**config.mk**
```make
export PLATFORM = sky130hd
export DESIGN_NAME = gd_group_finder
export DESIGN_NICKNAME = d
export VERILOG_FILES = /design/src/rtl/gd_pkg.sv /design/src/rtl/gd_sequencer.sv /design/src/rtl/gd_row_matcher.sv /design/src/rtl/gd_popcount.sv /design/src/rtl/gd_group_finder.sv
export SDC_FILE = /design/constraint.sdc
export NUM_CORES = 1
export LEC_CHECK = 0
export ABC_AREA = 0
export BUFFER_PORTS_ARGS = -buffer_cell sky130_fd_sc_hd__buf_2
export CORE_MARGIN = 2
export CORE_UTILIZATION = 45
export DETAILED_ROUTE_END_ITERATION = 10
export PLACE_DENSITY = 0.74
export SKIP_LAST_GASP = 1
export SLEW_MARGIN = 10
export SYNTH_ARGS = -nofsm -noshare
export SYNTH_HDL_FRONTEND = slang
export SYNTH_SLANG_ARGS = --single-unit
```
**constraint.sdc**
```tcl
create_clock -name clk -period 9.4 [get_ports clk]
set_input_delay 1.41 -clock clk [delete_from_list [all_inputs] [get_ports clk]]
set_output_delay 1.41 -clock clk [all_outputs]
set_load 0.02 [all_outputs]
```
**src/rtl/gd_pkg.sv**
```systemverilog
// Package gd_pkg: command codes and sequencer states shared by the
// discovery sequencer modules. Assumes a 3-bit command bus.
package gd_pkg;

    typedef enum logic [2:0] {
        CMD_NOP = 3'd0,
        CMD_ACT = 3'd1,
        CMD_PRE = 3'd2,
        CMD_WR  = 3'd3,
        CMD_RD  = 3'd4
    } dram_cmd_e;

    typedef enum logic [3:0] {
        ST_IDLE,
        ST_F_ACT1,
        ST_F_PRE,
        ST_F_ACT2,
        ST_F_WR,
        ST_CLOSE,
        ST_GAP_RP,
        ST_R_ACT,
        ST_R_RCD,
        ST_R_RD,
        ST_R_DATA,
        ST_R_PRE,
        ST_DONE
    } seq_state_e;

endpackage

```
**src/rtl/gd_sequencer.sv**
```systemverilog
// gd_sequencer: command sequencer for one discovery attempt. It issues the
// fast ACT/PRE/ACT/WR chain, then scans every row of the subarray with
// nominal gaps. Assumes T_RCD >= 1, T_RP >= 1 and one rd_valid per RD.
module gd_sequencer
    import gd_pkg::*;
#(
    parameter int ROWS  = 32,
    parameter int COLS  = 4,
    parameter int T_RCD = 3,
    parameter int T_RP  = 2,
    localparam int RIDX_W = $clog2(ROWS),
    localparam int COL_W  = (COLS > 1) ? $clog2(COLS) : 1,
    localparam int TMAX   = (T_RCD > T_RP) ? T_RCD : T_RP,
    localparam int WT_W   = $clog2(TMAX + 1)
) (
    input  logic              clk,
    input  logic              rst_n,
    input  logic              start,
    input  logic [RIDX_W-1:0] start_row_a,
    input  logic [RIDX_W-1:0] start_row_b,
    input  logic              rd_valid,
    output dram_cmd_e         cmd,
    output logic [RIDX_W-1:0] cmd_row_local,
    output logic [COL_W-1:0]  cmd_col,
    output logic              accept,
    output logic              busy,
    output logic              done,
    output logic              word_take,
    output logic              word_last,
    output logic [RIDX_W-1:0] scan_row
);

    localparam logic [COL_W-1:0]  LAST_COL = COL_W'(COLS - 1);
    localparam logic [RIDX_W-1:0] LAST_ROW = RIDX_W'(ROWS - 1);

    seq_state_e        state_q;
    logic [RIDX_W-1:0] ra_q, rb_q, row_q;
    logic [COL_W-1:0]  col_q;
    logic [WT_W-1:0]   wait_q;
    logic              fin_q;

    // State, column, row and gap counter advance.
    always_ff @(posedge clk) begin
        if (!rst_n) begin
            state_q <= ST_IDLE;
            ra_q    <= '0;
            rb_q    <= '0;
            row_q   <= '0;
            col_q   <= '0;
            wait_q  <= '0;
            fin_q   <= 1'b0;
        end else begin
            case (state_q)
                ST_IDLE: if (start) begin
                    ra_q    <= start_row_a;
                    rb_q    <= start_row_b;
                    state_q <= ST_F_ACT1;
                end
                ST_F_ACT1: state_q <= ST_F_PRE;
                ST_F_PRE:  state_q <= ST_F_ACT2;
                ST_F_ACT2: begin
                    col_q   <= '0;
                    state_q <= ST_F_WR;
                end
                ST_F_WR: begin
                    if (col_q == LAST_COL) begin
                        col_q   <= '0;
                        state_q <= ST_CLOSE;
                    end else begin
                        col_q <= col_q + 1'b1;
                    end
                end
                ST_CLOSE: begin
                    row_q   <= '0;
                    fin_q   <= 1'b0;
                    wait_q  <= WT_W'(T_RP);
                    state_q <= ST_GAP_RP;
                end
                ST_GAP_RP: begin
                    if (wait_q == WT_W'(1)) begin
                        state_q <= fin_q ? ST_DONE : ST_R_ACT;
                    end else begin
                        wait_q <= wait_q - 1'b1;
                    end
                end
                ST_R_ACT: begin
                    wait_q  <= WT_W'(T_RCD);
                    state_q <= ST_R_RCD;
                end
                ST_R_RCD: begin
                    if (wait_q == WT_W'(1)) begin
                        col_q   <= '0;
                        state_q <= ST_R_RD;
                    end else begin
                        wait_q <= wait_q - 1'b1;
                    end
                end
                ST_R_RD: state_q <= ST_R_DATA;
                ST_R_DATA: if (rd_valid) begin
                    if (col_q == LAST_COL) begin
                        state_q <= ST_R_PRE;
                    end else begin
                        col_q   <= col_q + 1'b1;
                        state_q <= ST_R_RD;
                    end
                end
                ST_R_PRE: begin
                    if (row_q == LAST_ROW) fin_q <= 1'b1;
                    else                   row_q <= row_q + 1'b1;
                    wait_q  <= WT_W'(T_RP);
                    state_q <= ST_GAP_RP;
                end
                ST_DONE: state_q <= ST_IDLE;
                default: state_q <= ST_IDLE;
            endcase
        end
    end

    // Command decode from the current state.
    always_comb begin
        cmd           = CMD_NOP;
        cmd_row_local = '0;
        case (state_q)
            ST_F_ACT1: begin cmd = CMD_ACT; cmd_row_local = ra_q;  end
            ST_F_PRE:  cmd = CMD_PRE;
            ST_F_ACT2: begin cmd = CMD_ACT; cmd_row_local = rb_q;  end
            ST_F_WR:   cmd = CMD_WR;
            ST_CLOSE:  cmd = CMD_PRE;
            ST_R_ACT:  begin cmd = CMD_ACT; cmd_row_local = row_q; end
            ST_R_RD:   cmd = CMD_RD;
            ST_R_PRE:  cmd = CMD_PRE;
            default:   cmd = CMD_NOP;
        endcase
    end

    assign cmd_col   = col_q;
    assign accept    = (state_q == ST_IDLE) && start;
    assign busy      = (state_q != ST_IDLE);
    assign done      = (state_q == ST_DONE);
    assign word_take = (state_q == ST_R_DATA) && rd_valid;
    assign word_last = (col_q == LAST_COL);
    assign scan_row  = row_q;

endmodule

```
**src/rtl/gd_row_matcher.sv**
```systemverilog
// gd_row_matcher: folds read words into a per-row membership bitmap. A row
// is a member only when every one of its words equals the marker. Assumes
// words of one row arrive in a run ending with word_last.
module gd_row_matcher #(
    parameter int              ROWS   = 32,
    parameter int              WORD_W = 16,
    parameter logic [WORD_W-1:0] MARKER = 16'hA5C3,
    localparam int RIDX_W = $clog2(ROWS)
) (
    input  logic              clk,
    input  logic              rst_n,
    input  logic              clear,
    input  logic              take,
    input  logic              last,
    input  logic [RIDX_W-1:0] row,
    input  logic [WORD_W-1:0] rd_data,
    output logic [ROWS-1:0]   member_map
);

    logic row_ok_q;
    logic hit;

    assign hit = (rd_data == MARKER);

    // Running all-words-match flag and bitmap update at the end of a row.
    always_ff @(posedge clk) begin
        if (!rst_n || clear) begin
            member_map <= '0;
            row_ok_q   <= 1'b1;
        end else if (take) begin
            if (last) begin
                member_map[row] <= row_ok_q & hit;
                row_ok_q        <= 1'b1;
            end else begin
                row_ok_q <= row_ok_q & hit;
            end
        end
    end

endmodule

```
**src/rtl/gd_popcount.sv**
```systemverilog
// gd_popcount: counts set bits of the membership bitmap and flags sizes
// other than 2, 4, 8, 16 or 32. Purely combinational.
module gd_popcount #(
    parameter int ROWS = 32,
    localparam int POP_W = $clog2(ROWS + 1)
) (
    input  logic [ROWS-1:0]  bitmap,
    output logic [POP_W-1:0] count,
    output logic             bad_size
);

    // Bit sum over the map.
    always_comb begin
        count = '0;
        for (int i = 0; i < ROWS; i++) begin
            count = count + POP_W'(bitmap[i]);
        end
    end

    // Accepted group sizes: single-bit values from 2 to 32.
    always_comb begin
        logic [31:0] c32;
        c32      = 32'(count);
        bad_size = !((c32 >= 32'd2) && (c32 <= 32'd32) && ((c32 & (c32 - 32'd1)) == 32'd0));
    end

endmodule

```
**src/rtl/gd_group_finder.sv**
```systemverilog
// gd_group_finder: top of the simultaneous-row group discovery sequencer.
// Latches the target bank and subarray and joins sequencer, matcher and
// counter. Assumes the caller has left the subarray free of the marker.
module gd_group_finder
    import gd_pkg::*;
#(
    parameter int ROWS   = 32,
    parameter int COLS   = 4,
    parameter int WORD_W = 16,
    parameter int BANK_W = 2,
    parameter int SUB_W  = 3,
    parameter int T_RCD  = 3,
    parameter int T_RP   = 2,
    parameter logic [WORD_W-1:0] MARKER = 16'hA5C3,
    localparam int RIDX_W = $clog2(ROWS),
    localparam int COL_W  = (COLS > 1) ? $clog2(COLS) : 1,
    localparam int POP_W  = $clog2(ROWS + 1)
) (
    input  logic                    clk,
    input  logic                    rst_n,
    input  logic                    start,
    input  logic [BANK_W-1:0]       start_bank,
    input  logic [SUB_W-1:0]        start_sub,
    input  logic [RIDX_W-1:0]       start_row_a,
    input  logic [RIDX_W-1:0]       start_row_b,
    output logic                    busy,
    output logic [2:0]              cmd,
    output logic [BANK_W-1:0]       cmd_bank,
    output logic [SUB_W+RIDX_W-1:0] cmd_row,
    output logic [COL_W-1:0]        cmd_col,
    output logic [WORD_W-1:0]       wr_data,
    input  logic                    rd_valid,
    input  logic [WORD_W-1:0]       rd_data,
    output logic [ROWS-1:0]         member_map,
    output logic [POP_W-1:0]        pop_count,
    output logic                    count_err,
    output logic                    done
);

    dram_cmd_e         seq_cmd;
    logic [RIDX_W-1:0] row_local;
    logic [RIDX_W-1:0] scan_row;
    logic              accept, word_take, word_last;
    logic [SUB_W-1:0]  sub_q;
    logic [BANK_W-1:0] bank_q;

    // Target bank and subarray held for the whole attempt.
    always_ff @(posedge clk) begin
        if (!rst_n) begin
            bank_q <= '0;
            sub_q  <= '0;
        end else if (accept) begin
            bank_q <= start_bank;
            sub_q  <= start_sub;
        end
    end

    gd_sequencer #(
        .ROWS (ROWS),
        .COLS (COLS),
        .T_RCD(T_RCD),
        .T_RP (T_RP)
    ) u_seq (
        .clk          (clk),
        .rst_n        (rst_n),
        .start        (start),
        .start_row_a  (start_row_a),
        .start_row_b  (start_row_b),
        .rd_valid     (rd_valid),
        .cmd          (seq_cmd),
        .cmd_row_local(row_local),
        .cmd_col      (cmd_col),
        .accept       (accept),
        .busy         (busy),
        .done         (done),
        .word_take    (word_take),
        .word_last    (word_last),
        .scan_row     (scan_row)
    );

    gd_row_matcher #(
        .ROWS  (ROWS),
        .WORD_W(WORD_W),
        .MARKER(MARKER)
    ) u_match (
        .clk       (clk),
        .rst_n     (rst_n),
        .clear     (accept),
        .take      (word_take),
        .last      (word_last),
        .row       (scan_row),
        .rd_data   (rd_data),
        .member_map(member_map)
    );

    gd_popcount #(
        .ROWS(ROWS)
    ) u_pop (
        .bitmap  (member_map),
        .count   (pop_count),
        .bad_size(count_err)
    );

    assign cmd      = seq_cmd;
    assign cmd_bank = bank_q;
    assign cmd_row  = {sub_q, row_local};
    assign wr_data  = MARKER;

endmodule

```
Word-level counts from Yosys, hierarchy flattened:

Cells that the tools add are included.
Widths: inputs -> output; s select.

* logic and storage cells: 127
* bits in registers: 62

* magnitude comparators: 4
* equal/unequal tests: 25
* multiplexer cells: 25
* add/sub/neg operators: 35
* bitwise gates (word level): 2
* reduce and logical (&&, ||, !) cells: 25

Operator list (count)
* $add 6x1->6: 30
* $pmux 4 s11: 1
* $and 6x32->32: 1
* $bwmux 32: 1
* $logic_not 32->1: 1
* $mux 4: 6
* $eq 4x4->1 const B: 5
* $eq 16x16->1 const B: 1
* $eq 4x3->1 const B: 4
* $pmux 5 s3: 1
* $mux 2: 6
* $pmux 3 s4: 1
* $ne 2x2->1 const B: 5
* $pmux 5 s2: 1
* $reduce_and 2->1: 5
* $eq 4x2->1 const B: 2
* $ne 2x1->1 const B: 4
* $pmux 2 s4: 1
* $reduce_bool 4->1: 2
* $sub 6x1->7 const B: 1
* $ge 6x2->1 const B: 1
* $le 6x6->1 const B: 1
* $lt 5x6->1 const B: 1
* $pmux 2 s3: 1
* other kinds (24): 33

Depth between registers and ports, before layout:

* depth in word-level cells: 36
* depth in mapped cells: 19
* mapped depth without buffers: 19

Modules after synthesis:

From an unflattened synthesis, not the netlist that was laid out.

* cells, all modules: 533
* area total of the unflattened synthesis: 4703.3 um^2

Modules (own cells, without submodules)
* gd_row_matcher: times used 1, seq. area each 660.6 um^2, cells each 190, area an instance 1711.6 um^2
* gd_sequencer: times used 1, seq. area each 480.5 um^2, cells each 182, area an instance 1534.0 um^2
* gd_popcount: times used 1, seq. area each 0.0 um^2, cells each 127, area an instance 1137.3 um^2
* gd_group_finder: times used 1, seq. area each 100.1 um^2, cells each 34, area an instance 320.3 um^2

Worst setup path after synthesis:

OpenSTA, ideal clock, no wires.

* kind: reg-to-output
* from: register u_match.member_map[1]
* to: output port count_err
* data required time: 7.990 ns
* arrival time: 5.421 ns
* cell stages (with the launch flop): 16
* path slack: 2.569 ns
* buffers on the path: 0
* path through: dfxtp_1 ha_1 inv_1 fa_1 fa_1 fa_1 fa_1 fa_1 fa_1 fa_1 nand2b_1 a21oi_1 xor2_1 nand2b_1 a211oi_1 o21ai_1

* cells in the longest elaborated chain, start to end: 36
* elaborated cells between the ends (all ways): 39
* classes of those cells: add/sub: 32; order compare: 2; bitwise: 1; reduce/logical: 4

RTL lines
* start, declared: RTL line gd_row_matcher.sv:17 `output logic [ROWS-1:0] member_map`
* start signal, assigned by index: RTL line gd_row_matcher.sv:32 `member_map[row] <= row_ok_q & hit;`
* $add 1x1->2 (*): RTL line gd_popcount.sv:16 `count = count + POP_W'(bitmap[i]);`
* $add 6x1->6 (*) (30 in series): RTL line gd_popcount.sv:16
* named net pop_count[3]: RTL line gd_group_finder.sv:35 `output logic [POP_W-1:0] pop_count,`
* $sub 6x1->7: RTL line gd_popcount.sv:24 `bad_size = !((c32 >= 32'd2) && (c32 <= 32'd32) && ((c32 & (c32 - 32'd1)) == 32'd0));`
* $and 6x32->32: RTL line gd_popcount.sv:24
* $logic_not 32->1: RTL line gd_popcount.sv:24
* $logic_and 1x1->1 (*): RTL line gd_popcount.sv:24
* $logic_not 1->1 (*): RTL line gd_popcount.sv:24
* end, declared: RTL line gd_group_finder.sv:36 `output logic count_err,`

The timed path passes the listed nets; every way through them passes the cells marked *.

Worst setup path in the final report:

* from: register u_match.member_map[0]
* to: output port count_err

* cells in the longest elaborated chain, start to end: 36
* elaborated cells between the ends (all ways): 39
* classes of those cells: add/sub: 32; order compare: 2; bitwise: 1; reduce/logical: 4

RTL lines (RTL line)
* $add 1x1->2 (*): gd_popcount.sv:16
* $add 6x1->6 (*) (30 in series): gd_popcount.sv:16
* $sub 6x1->7: gd_popcount.sv:24
* $and 6x32->32: gd_popcount.sv:24
* $logic_not 32->1: gd_popcount.sv:24
* $logic_and 1x1->1 (*): gd_popcount.sv:24
* $logic_not 1->1 (*): gd_popcount.sv:24

Mark *: on every way between the ends. The rest lies on a longest branch, timed or not.

==> results.md <==
- Nets: 653
- Crit-path max cell delay: 0.55 ns
- Bufs and invs on worst path: 3
- Row cnt: 34
- GR met1 Demand/Resource: approximately a quarter
- Type of the worst min-delay path: flop to flop
- Top-Level Pins: 107
- Cells after synthesis: 507
- Post-CTS setup buffer count: 0
- Via density: roughly 5.2
- Minimum clock period: 7.10 ns
- CTS Sinks: 62
- Synth Flop Type: dfxtp_1
- Ys async rst share: 0%
- Reg power frac: a little under half
- Number of synthesized register bits: 62
- DR iter-0 viols: 154
- Worst-path cell chain: ha_1, inv_1, fa_1, fa_1, fa_1, fa_1, fa_1, fa_1, fa_1, inv_1, fa_1, nand3_1, nor4b_1, o21bai_1, xnor2_1, nor3_1, o21ai_1, buf_2
- Comb pwr share: 11.9%
- Final core utilization: 53.8%
- Fin Clk Skew: 0.0118 ns
- CTS root buf: clkbuf_8
- Final Non-Filler Cells: 692
- Drt drc: 0
- Clock Path Buffers: 2
- Clock network power share: a little over two fifths
- H-tree lvl count: 3
- Slowest library cell on the worst path: fa_1
- Total Power: approximately 600 µW
- CORE AREA: 8810 µm²
- Pwr per Cell Area: 129 nW/µm²
- Register area share after synthesis: 30.0%
- Crit path top cell by count: fa_1
- Clock Pin Slew Worst Setup and Hold Paths: around 0.070 ns
- Via count: 3610
- CP startpoint kind: flop
- Post-synth EDFFs: 0
- Dpl cells: 676
- DR WL/cell: 13.7 µm
- First-pass GRT wire length: approximately 16000 µm
- Pre-CTS setup slack: approximately 2.7 ns
- Lkg Pwr: 0.00208 µW
- Iteration count of the initial detailed-routing pass: 4
- Port buffer count: 90
- Fmax: 141 MHz
- Met2 usage: 34.5%
- Psw: 159 µW
- WS Path Type: flop to output pin
- Vias in the first global route: 3521
- Distinct cells, synth: 52
- Final Hold Viols: 0
- Slew Viols, Final: 0
- Synth area leader: dfxtp_1
- Layout cells sized above 1: 20.7%
- Period utilisation layout: 75.5%
- Most frequent cells in the layout: buf_2 (90), nand2_1 (62), dfxtp_1 (62)
- Crit path max-delay family: adder cells
- Starting Density: 47.0%
- Grt total ovfl: 0
- Die area: 9970 µm²
- Mapped Area: 4140 µm²
- Critical path capture point type: output pin
- Avg Inst Size Synth: 8.16 µm²
- Die span in y: 99.9 µm
- Final setup violation count: 0
- Leading cell type in the layout, fill and taps excluded: buf_2
- Met3 usage: under 10%
- Final ANT Viol Nets: 0
- Die X: about 100 µm
- Internal power: 453 µW
- N_diodes: 0
- Initial antenna violation count: 0
- Max VDD drop: 101 µV
- Critical path peak fanout: 4
- Worst rel slew slack: ~50%
- Slew @ Worst Pin: 0.746 ns
- Setup TNS: 0 ns
- YS warnings: 0
- Fin worst setup slack: 2.30 ns
- Clk_lat worst skew: around 0.35 ns
- CTS tree: done
- Post_cts resized: 0
- Cts bufs inserted: 9
- Placer Congestion: roughly 0.87
- Worst EP required: ~8.0 ns
- Post-DP HPWL: 7100 µm
- WL final: 9510 µm
- Largest net degree at the start of global routing: 34
- Sw Ratio: 26.0%
- RSZ-0062 raised after global routing: no
- Hold Buf Count CTS: 0
- CP Data Arrival Time: 5.69 ns
- Busiest grt layer: met2
- Dominant cells by area after synthesis: dfxtp_1 (30%), fa_1 (12%), nand2_1 (5.6%)
- Synth top area share: 30.0%
- Area delta synth->final: 14.5%
- Status: complete, no violations
- Tot GR Track Use: between 15 and 20%
- Max cap viols: 0
==> registers in the layout (all words and copies together), names as in the netlist <==
signal              flops
cmd_bank                2
sub_q                   3
u_match.member_map     32
u_match.row_ok_q        1
u_seq.cmd_col           2
u_seq.fin_q             1
u_seq.ra_q              5
u_seq.rb_q              5
u_seq.scan_row          5
u_seq.state_q           4
u_seq.wait_q            2
==> cell families (layout without fill, tap and decap cells) <==
group / count (synthesis) / count (layout) / synth area share, %
adder cells (fa/ha/maj): 39 / 39 / 16.2
XOR/XNOR: 7 / 7 / 1.48
other: 2 / 16 / 0.182
multiplexers: 9 / 9 / 2.36
AND/OR/NAND/NOR: 165 / 165 / 20.8
AO/OA/AOI/OAI: 128 / 128 / 18.1
buffers and inverters: 95 / 158 / 11.0
flip-flops: 62 / 62 / 30.0
==> power by group through the flow <==
stage,Clock [µW],Sequential (µW),Combinational (µW)
after global routing,274,282,81.1
after detailed placement,0,286,72.7
after CTS,263,280,73.1
final,259,280,72.8
after global placement,0,286,71.2
after floorplan,0,281,63.0
==> through the flow <==
step | hold WS [ns] | instance area, µm²
2_1_floorplan | 0.441 | 4190
3_3_place_gp | 0.449 | 4520
3_5_place_dp | 0.455 | 4520
4_1_cts | 0.465 | 4730
5_1_grt | 0.488 | 4730
6_report | 0.465 | 4730
==> tightest hold or removal path, cell delays in order, from the launching register on <==
cell and delay, ns:
dfxtp_1 0.31, nand2_1 0.04, a21boi_0 0.06
==> per-layer routing <==
layer | wire length, µm | up-vias
met1 | 4090 | 1693
li1 | - | 1804
met3 | 422 | 12
met2 | 4900 | 101
met5 | 0 | -
met4 | 95 | 0
==> path summary, 6_finish.rpt <==
path | start | endpoint | slack, ns | cells past startpoint
max | u_match.member_map[0]$_SDFFE_PP0P_ | count_err | 2.30 | 18
min | u_seq.rb_q[4]$_SDFFE_PN0P_ | u_seq.rb_q[4]$_SDFFE_PN0P_ | 0.46 | 2
max reg2reg | u_seq.state_q[2]$_SDFFE_PN0P_ | u_match.row_ok_q$_SDFFE_PP1P_ | 6.85 | 6
min reg2reg | u_seq.rb_q[4]$_SDFFE_PN0P_ | u_seq.rb_q[4]$_SDFFE_PN0P_ | 0.46 | 2
==> synth_stat cells, drive strengths merged (5+ instances only) <==
library cell	count
dfxtp	62
nor2b	5
nand2b	9
a22oi	5
nor2	24
a21boi	19
a21oi	40
or3	34
nand3	5
ha	15
nand2	62
fa	24
o21ai	45
inv	51
mux2	6
buf	25
clkbuf	19
==> final cells by class <==
class	count	area, µm²
Clock inverter	4	70.1
Tap cell	108	135
Fill cell	833	4070
Multi-Input combinational cell	364	2490
Inverter	51	191
Timing Repair Buffer	91	458
Sequential cell	62	1240
Clock buffer	12	145
No activity file was read; power rests on OpenSTA's default activity.
